## src/rtl/gbp_pkg.sv

```systemverilog
package gbp_pkg;

    localparam logic [1:0] CTR_RESET = 2'd1;

    // saturating 2-bit step
    function automatic logic [1:0] ctr_step(input logic [1:0] c, input logic up);
        logic [1:0] r;
        r = c;
        if (up && c != 2'd3)
            r = c + 2'd1;
        else if (!up && c != 2'd0)
            r = c - 2'd1;
        return r;
    endfunction

endpackage

```

## src/rtl/gbp_pht.sv

```systemverilog
module gbp_pht #(
    parameter int IDX_W = 6
) (
    input  logic             clk,
    input  logic             rst_n,
    input  logic [IDX_W-1:0] rd_idx,
    input  logic             wr_en,
    input  logic [IDX_W-1:0] wr_idx,
    input  logic             wr_up,
    output logic [1:0]       rd_ctr
);
    import gbp_pkg::*;

    localparam int ROWS = 1 << (IDX_W - 1);

    logic [1:0] row_q [ROWS][2];
    logic [1:0] row_d [ROWS][2];

    always_comb begin
        row_d = row_q;
        if (wr_en)
            row_d[wr_idx[IDX_W-1:1]][wr_idx[0]] =
                ctr_step(row_q[wr_idx[IDX_W-1:1]][wr_idx[0]], wr_up);
    end

    always_ff @(posedge clk) begin
        if (!rst_n) begin
            for (int r = 0; r < ROWS; r++) begin
                row_q[r][0] <= CTR_RESET;
                row_q[r][1] <= CTR_RESET;
            end
        end else begin
            row_q <= row_d;
        end
    end

    assign rd_ctr = row_q[rd_idx[IDX_W-1:1]][rd_idx[0]];

endmodule

```

## src/rtl/gbp_btb.sv

```systemverilog
module gbp_btb #(
    parameter int PC_W     = 16,
    parameter int BTB_IDX_W = 4
) (
    input  logic            clk,
    input  logic            rst_n,
    input  logic            rd_en,
    input  logic [PC_W-1:0] rd_pc,
    input  logic            wr_en,
    input  logic [PC_W-1:0] wr_pc,
    input  logic [PC_W-1:0] wr_target,
    output logic            rd_hit,
    output logic [PC_W-1:0] rd_target
);
    localparam int ENTRIES = 1 << BTB_IDX_W;
    localparam int TAG_W   = PC_W - 2 - BTB_IDX_W;

    typedef struct packed {
        logic             vld;
        logic [TAG_W-1:0] tag;
        logic [PC_W-1:0]  tgt;
    } ent_t;

    ent_t ent_q [ENTRIES];
    ent_t ent_d [ENTRIES];

    logic [BTB_IDX_W-1:0] rd_slot, wr_slot;
    assign rd_slot = rd_pc[BTB_IDX_W+1:2];
    assign wr_slot = wr_pc[BTB_IDX_W+1:2];

    always_comb begin
        ent_d = ent_q;
        if (wr_en)
            ent_d[wr_slot] = '{vld: 1'b1, tag: wr_pc[PC_W-1:BTB_IDX_W+2], tgt: wr_target};
    end

    always_ff @(posedge clk) begin
        if (!rst_n) begin
            for (int e = 0; e < ENTRIES; e++)
                ent_q[e] <= '0;
        end else begin
            ent_q <= ent_d;
        end
    end

    assign rd_hit    = rd_en && ent_q[rd_slot].vld &&
                       (ent_q[rd_slot].tag == rd_pc[PC_W-1:BTB_IDX_W+2]);
    assign rd_target = ent_q[rd_slot].tgt;

endmodule

```

## src/rtl/gbp_ctl.sv

```systemverilog
module gbp_ctl #(
    parameter int IDX_W = 6,
    parameter int CNT_W = 32
) (
    input  logic             clk,
    input  logic             rst_n,
    input  logic             fetch_valid,
    input  logic [IDX_W-1:0] fetch_idx,
    input  logic             dir_taken,
    input  logic             tgt_hit,
    input  logic             upd_valid,
    output logic             pht_en,
    output logic             btb_en,
    output logic [CNT_W-1:0] pht_cnt,
    output logic [CNT_W-1:0] btb_cnt
);
    localparam int ROW_W = IDX_W - 1;

    typedef struct packed {
        logic             held_vld;
        logic [ROW_W-1:0] held_row;
        logic             prev_br;
        logic [CNT_W-1:0] pcnt;
        logic [CNT_W-1:0] bcnt;
    } st_t;

    st_t st_q, st_d;

    logic row_hit, early;
    assign row_hit = st_q.held_vld && (st_q.held_row == fetch_idx[IDX_W-1:1]);
    assign early   = row_hit && !st_q.prev_br;
    assign pht_en  = fetch_valid && !row_hit;
    assign btb_en  = fetch_valid && (!early || dir_taken);

    always_comb begin
        st_d = st_q;
        if (upd_valid) begin
            st_d.held_vld = 1'b0;
        end else if (pht_en) begin
            st_d.held_vld = 1'b1;
            st_d.held_row = fetch_idx[IDX_W-1:1];
        end
        if (fetch_valid)
            st_d.prev_br = dir_taken || tgt_hit;
        st_d.pcnt = st_q.pcnt + CNT_W'(pht_en);
        st_d.bcnt = st_q.bcnt + CNT_W'(btb_en);
    end

    always_ff @(posedge clk) begin
        if (!rst_n)
            st_q <= '0;
        else
            st_q <= st_d;
    end

    assign pht_cnt = st_q.pcnt;
    assign btb_cnt = st_q.bcnt;

endmodule

```

## src/rtl/gshare_gated_bp.sv

```systemverilog
module gshare_gated_bp #(
    parameter int PC_W      = 16,
    parameter int IDX_W     = 6,
    parameter int BTB_IDX_W = 4,
    parameter int CNT_W     = 32
) (
    input  logic             clk,
    input  logic             rst_n,
    input  logic             fetch_valid,
    input  logic [PC_W-1:0]  fetch_pc,
    input  logic             upd_valid,
    input  logic [PC_W-1:0]  upd_pc,
    input  logic             upd_taken,
    input  logic [PC_W-1:0]  upd_target,
    output logic             pred_taken,
    output logic [PC_W-1:0]  pred_target,
    output logic             pht_en,
    output logic             btb_en,
    output logic [CNT_W-1:0] pht_cnt,
    output logic [CNT_W-1:0] btb_cnt
);
    localparam logic [PC_W-1:0] INSN_BYTES = PC_W'(4);

    logic [IDX_W-1:0] ghr_q, ghr_d;
    logic [IDX_W-1:0] f_idx, u_idx;
    logic [1:0]       f_ctr;
    logic             t_hit;
    logic [PC_W-1:0]  t_tgt;

    assign f_idx = fetch_pc[IDX_W+1:2] ^ ghr_q;
    assign u_idx = upd_pc[IDX_W+1:2] ^ ghr_q;

    always_comb begin
        ghr_d = ghr_q;
        if (upd_valid)
            ghr_d = {ghr_q[IDX_W-2:0], upd_taken};
    end

    always_ff @(posedge clk) begin
        if (!rst_n)
            ghr_q <= '0;
        else
            ghr_q <= ghr_d;
    end

    gbp_pht #(.IDX_W(IDX_W)) u_pht (
        .clk    (clk),
        .rst_n  (rst_n),
        .rd_idx (f_idx),
        .wr_en  (upd_valid),
        .wr_idx (u_idx),
        .wr_up  (upd_taken),
        .rd_ctr (f_ctr)
    );

    gbp_btb #(.PC_W(PC_W), .BTB_IDX_W(BTB_IDX_W)) u_btb (
        .clk       (clk),
        .rst_n     (rst_n),
        .rd_en     (btb_en),
        .rd_pc     (fetch_pc),
        .wr_en     (upd_valid && upd_taken),
        .wr_pc     (upd_pc),
        .wr_target (upd_target),
        .rd_hit    (t_hit),
        .rd_target (t_tgt)
    );

    assign pred_taken = fetch_valid && f_ctr[1];

    gbp_ctl #(.IDX_W(IDX_W), .CNT_W(CNT_W)) u_ctl (
        .clk         (clk),
        .rst_n       (rst_n),
        .fetch_valid (fetch_valid),
        .fetch_idx   (f_idx),
        .dir_taken   (pred_taken),
        .tgt_hit     (t_hit),
        .upd_valid   (upd_valid),
        .pht_en      (pht_en),
        .btb_en      (btb_en),
        .pht_cnt     (pht_cnt),
        .btb_cnt     (btb_cnt)
    );

    assign pred_target = (pred_taken && t_hit) ? t_tgt : fetch_pc + INSN_BYTES;

endmodule

```

## config.mk

```make
export PLATFORM = sky130hd
export DESIGN_NAME = gshare_gated_bp
export DESIGN_NICKNAME = d
export VERILOG_FILES = /design/src/rtl/gbp_pkg.sv /design/src/rtl/gbp_pht.sv /design/src/rtl/gbp_btb.sv /design/src/rtl/gbp_ctl.sv /design/src/rtl/gshare_gated_bp.sv
export SDC_FILE = /design/constraint.sdc
export NUM_CORES = 2
export LEC_CHECK = 0
export BUFFER_PORTS_ARGS = -buffer_cell sky130_fd_sc_hd__buf_2
export CAP_MARGIN = 20
export CORE_MARGIN = 1.5
export CORE_UTILIZATION = 55
export CTS_CLUSTER_DIAMETER = 40
export DETAILED_ROUTE_END_ITERATION = 6
export PLACE_DENSITY = 0.72
export SLEW_MARGIN = 15
export SYNTH_ARGS = -nofsm -noshare
export SYNTH_HDL_FRONTEND = slang
export SYNTH_SLANG_ARGS = --single-unit
```

## constraint.sdc

```tcl
create_clock -name clk -period 7.9 [get_ports clk]
set_clock_uncertainty 0.05 [all_clocks]
set_input_delay 1.58 -clock clk [delete_from_list [all_inputs] [get_ports clk]]
set_output_delay 1.58 -clock clk [all_outputs]
set_load 0.02 [all_outputs]
```

* Word-level counts from Yosys, hierarchy flattened
Index checks and enable logic that the tools add are counted. W data, S select, Z words.
Storage, ports and cells: output and inout port bits 83, bits of input ports 53, RAM bits 0, bits in read-only memories 0, register bits 637, bits in latches 0, memories 0, logic and storage cells 195
Cells by class: shift-type cells 0, div/mod/pow operators 0, magnitude comparators 9, multiply operators 0, bitwise gates (word level) 10, multiplexer cells 27, reductions and logical operators 23, equal/unequal tests 3, add/subtract/negate cells 5
Operator list (count):
- $bwmux W432 | 1
- $bwmux W128 | 1
- $bmux W27 S4 | 1
- $demux W27 S4 | 1
- $mux W27 | 3
- $add A32 B1 Y32 | 2
- $bmux W4 S5 | 2
- $demux W4 S5 | 1
- $mux W2 | 10
- $mux W4 | 5
- $add A16 B3 Y16 const B | 1
- $mux W16 | 1
- $logic_and A1 B1 Y1 | 14
- $ge A6 B6 Y1 const B | 2
- $not A5 Y6 | 2
- $xor A6 B6 Y6 | 2
- $eq A10 B10 Y1 | 1
- $ge A5 B5 Y1 const B | 2
- $not A4 Y5 | 2
- $lt A6 B1 Y1 const B | 1
- $eq A5 B5 Y1 | 1
- $lt A5 B1 Y1 const B | 1
- $ge A2 B2 Y1 const B | 2
- $logic_not A1 Y1 | 4
- 11 further kinds | 14

* Logic depth before layout (Yosys ltp)
depth in word-level cells 15, depth in mapped cells 18, depth with buffers taken out 15

* By module
From an unflattened synthesis, not the netlist that was laid out.
Unflattened totals: cells, all modules 3464, area, all modules 31277.5 µm²
By module, submodules not included:
- gbp_btb | area each 19557.5 µm², instances 1, cells each 2154
- gbp_pht | area each 7079.3 µm², instances 1, cells each 749
- gbp_ctl | area each 3870.0 µm², instances 1, cells each 454
- gshare_gated_bp | area each 770.7 µm², instances 1, cells each 107

* Worst setup path after synthesis
OpenSTA, ideal clock, no wires.
path type input-to-output, start point input port fetch_pc[2], end point output port pred_target[2], data arrival time 4.465 ns, buffers on the path 3, setup slack 1.805 ns, stages on the path 10, data required time 6.270 ns, cell sequence buf_6 buf_12 mux4_1 mux4_2 xnor2_2 nand2_1 nand4b_1 a2111oi_4 buf_6 mux2i_1
Between the ends: word-level cells in the longest chain between the ends 12
RTL lines:
- start, declared | line gshare_gated_bp.sv:10 | input logic [PC_W-1:0] fetch_pc,
- branches (longest 11 deep; another with $bmux W27 S4)
- $mux W16 * | line gshare_gated_bp.sv:84 | assign pred_target = (pred_taken && t_hit) ? t_tgt : fetch_pc + INSN_BYTES;
- end, declared | line gshare_gated_bp.sv:16 | output logic [PC_W-1:0] pred_target,
Mark *: on every way between the ends. The select of a mux whose other input is x is not followed.

* Worst setup path in the final report
start point input port fetch_pc[3], end point output port pred_target[6]
Between the ends: word-level cells in the longest chain between the ends 15
RTL lines:
- $xor A6 B6 Y6 | line gshare_gated_bp.sv:30 | assign f_idx = fetch_pc[IDX_W+1:2] ^ ghr_q;
- $not A5 Y6 (not written as such) | line gbp_pht.sv:37 | assign rd_ctr = row_q[rd_idx[IDX_W-1:1]][rd_idx[0]];
- $bmux W4 S5 | line gbp_pht.sv:37
- $mux W4 (not written as such) (2 in series) | line gbp_pht.sv:37
- $mux W2 (not written as such) (3 in series) | line gbp_pht.sv:37
- $logic_and A1 B1 Y1 | line gshare_gated_bp.sv:68 | assign pred_taken = fetch_valid && f_ctr[1];
- $logic_or A1 B1 Y1 | line gbp_ctl.sv:33 | assign btb_en = fetch_valid && (!early || dir_taken);
- $logic_and A1 B1 Y1 | line gbp_ctl.sv:33
- $logic_and A1 B1 Y1 (2 in series) | line gbp_btb.sv:46 | assign rd_hit = rd_en && ent_q[rd_slot].vld &&
- $logic_and A1 B1 Y1 | line gshare_gated_bp.sv:84
- $mux W16 * | line gshare_gated_bp.sv:84
Mark *: on every way between the ends. The rest lies on a longest branch, timed or not. The select of a mux whose other input is x is not followed.

==> qor.csv <==
stage;metric;value;unit
clock_network;clock_sinks;637;
logic_synthesis;avgSynthCellArea;9.15;sq um
route;drt_iter0_drc;2486;
job;max_cap_viol_count;0;
critical_path;crit_path_end;pred_target[6];
clock_network;root_buffer;clkbuf_16;
logic_synthesis;syn_nets;3374;
timing;worst_slew_pin_slew;1.03;ns
critical_path;worstPathRequired;6.27;ns
critical_path;worstSetupPathType;in -> out;
grt;first_global_vias;24343;
layout;layout-drive-gt1-share;17.3;%
route;drt-total-wl;89.0;mm
critical_path;arrival;5.15;ns
grt;grt_pass1_wl;136;mm
logic_synthesis;yosysTopAreaCellShare;42.1;%
timing;max_freq;148;MHz
critical_path;worstSetupEndpointType;primary output;
grt;globalRouteTotalUtil;31.2;%
layout;fin_nets;3303;
layout;instances_no_fill;4022;
logic_synthesis;yosys_warnings;0;
timing;maxSlewHeadroom;31.1;%
floorplan;ioPinCount;136;
clock_network;post_cts_buffers;0;
place;place_congestion;0.815;
power;p_comb_share;6.0;%
clock_network;hold_buffers;0;
power;powerDensity;234;mW/mm^2
timing;setup_viol_count_final;0;
worst_hold_path;hp-class;reg -> reg;
layout;fillers;4377;
power;pwr-share-seq;41.0;%
clock_network;cts_made_buffers;88;
power;p_leak;11.7;nW
clock_network;htree_levels;3;
logic_synthesis;ys_ff_latch;637;
logic_synthesis;yosysMostFrequentCell;nand2_1;
floorplan;die_area;0.0565;sq mm
clock_network;tritoncts;built;
layout;ff_latch_area;0.0128;sq mm
clock_network;clkTransAtPathRegs;0.05;ns
power;switching_share;24.5;%
route;wire_per_inst;22.1;microns
clock_network;cts.path.max_buffers;3;
worst_hold_path;min_from;u_btb.ent_q[184];
logic_synthesis;ys.flop_type;dfxtp_1;
logic_synthesis;yosys-top-cells-count;937 x nand2_1, 637 x dfxtp_1, 428 x a21boi_0;
critical_path;path_max_fanout;35;
grt;antenna_found_initial;6;
timing;rsz0062_at_grt;no;
route;drtAntennaViolNets;0;
place;port-buffer-count;133;
timing;period_share;85.8;%
run_status;status;completed;
critical_path;startpoint_type;input pin;
logic_synthesis;synth.distinct_cells;54;
place;place_hpwl;50.8;mm
layout;multi_input_area;0.0159;sq mm
grt;grt_overflow_total;0;
grt;grt_max_degree;283;
logic_synthesis;synthesis.area;0.0303;sq mm
timing;maxSlewViolCount;0;
route;drcViolationCount;0;
power;ir_drop;0.178;mV
critical_path;reg2reg_depth;15;
timing;final.setup.tns;0;ns
place;post-place-cells;3849;
critical_path;startpoint;fetch_pc[3];
timing;fin_crit;6.78;ns
floorplan;start_util;56.0;%
clock_network;clk_latency;0.63;ns
logic_synthesis;ys_async_sr_fraction;0;%
logic_synthesis;yosys.area.top_type;dfxtp_1;
logic_synthesis;synth-edff-count;0;
floorplan;core_area;0.0541;sq mm
power;p_int;0.00599;W
floorplan;die_w;238;microns
floorplan;row_count;85;
timing;hold_viol_final;0;
clock_network;cts_resized;0;
floorplan;die_height;238;microns
critical_path;ff2ff_setup_slack;2.49;ns
logic_synthesis;ys_top_cells_by_area;dfxtp_1 42%, mux4_2 13%, nand2_1 12%;
critical_path;rr_startpoint;ghr_q[3];
logic_synthesis;synth_cells;3314;
route;vias_per_cell;6.17;
power;clock_power_share;52.9;%
critical_path;r2r_end;u_ctl.btb_cnt[28];
logic_synthesis;synth-seq-area-share;42.1;%
power;power.net_switching;0.00195;W
layout;synthToLayoutAreaGrowth;11.8;%
route;via_count;24815;
route;firstDrtPassIters;6;
## worst max-delay path: stages
cell	delay [ns]
buf_4	0.51
xor2_2	0.16
buf_4	0.34
mux4_2	0.56
mux2i_1	0.19
mux2i_1	0.16
a22oi_1	0.64
a2111oi_4	0.16
buf_4	0.29
mux2_4	0.37
buf_2	0.17
## worst min path at each step
stage	endpoint	slack, ns	cells past startpoint
after floorplan	u_btb.ent_q[161]	0.39	1
after CTS	u_btb.ent_q[210]	0.41	2
after global routing	u_btb.ent_q[269]	0.42	1
final	u_btb.ent_q[184]	0.41	2
after global placement	u_btb.ent_q[323]	0.39	1
after detailed placement	u_btb.ent_q[269]	0.40	1
## area by class of cell
class | instances | share of cell area, %
diodes | 7 | 0.0517
well taps | 696 | 2.57
repair buffers | 189 | 3.38
multi-input cells | 2318 | 46.9
clock buffers | 103 | 7.08
flip-flops and latches | 637 | 37.6
clock inverters | 63 | 2.32
inverters | 9 | 0.0996
## flip-flops by register name (all words and copies together) (netlist names)
| signal | cells |
|---|---|
| u_btb.ent_q | 432 |
| u_ctl.pht_cnt | 32 |
| ghr_q | 6 |
| u_ctl.btb_cnt | 32 |
| u_ctl.st_q | 7 |
| u_pht.row_q | 128 |
## cell families (layout without fill, tap and decap cells)
family / Yosys count / count (layout) / synth area share, %
flip-flops: 637 / 637 / 42.1
buffers and inverters: 359 / 364 / 5.79
multiplexers: 243 / 243 / 15.6
AND/OR/NAND/NOR: 1301 / 1301 / 18.0
XOR/XNOR: 97 / 97 / 2.99
adder cells (fa/ha/maj): 7 / 7 / 0.289
AO/OA/AOI/OAI: 670 / 670 / 15.3
other: 0 / 7 / 0
## placed cells by master (no fill, tap or decap), types with 16 or more instances in the layout
cell type / count
nand2_1: 934
dfxtp_1: 637
a21boi_0: 428
mux4_2: 169
buf_2: 129
o21ai_0: 124
nand3_1: 103
clkbuf_16: 90
nor2_1: 85
a31oi_1: 65
xnor2_1: 63
and2_1: 58
buf_4: 55
mux2i_1: 49
xor2_1: 25
nand4_1: 20
o21a_1: 18
a21oi_1: 17
nor3b_1: 16
## layer usage
layer | track usage, % | share of wire, % | vias to the layer above
met3 | 5.32 | 8.9 | 305
met4 | 17.6 | 5.2 | 2
li1 | - | - | 11217
met5 | 0 | 0.015 | -
met2 | 52.4 | 48 | 1211
met1 | 38.0 | 38 | 12080
## power groups by stage
| stage | clock network, W | logic [W] | registers (W) |
|---|---|---|---|
| 3_5_place_dp | 0 | 0.000472 | 0.00333 |
| 2_1_floorplan | 0 | 0.000350 | 0.00332 |
| 6_report | 0.00420 | 0.000480 | 0.00326 |
| 4_1_cts | 0.00424 | 0.000474 | 0.00326 |
| 5_1_grt | 0.00439 | 0.000507 | 0.00326 |
| 3_3_place_gp | 0 | 0.000459 | 0.00332 |
## stage by stage
| step | setup WS, ns | area [sq um] | util (%) | power (W) | hold WS [ns] |
|---|---|---|---|---|---|
| 6_report | 1.12 | 33900 | 62.6 | 0.00794 | 0.410 |
| 2_1_floorplan | 1.80 | 30300 | - | 0.00367 | 0.385 |
| 5_1_grt | 0.988 | 33900 | 62.6 | 0.00815 | 0.420 |
| 4_1_cts | 1.14 | 33900 | 62.6 | 0.00797 | 0.412 |
| 3_3_place_gp | 1.19 | 30700 | 56.7 | 0.00378 | 0.391 |
| 3_5_place_dp | 1.15 | 30700 | 56.7 | 0.00380 | 0.400 |
(Power assumes the default switching activity.)
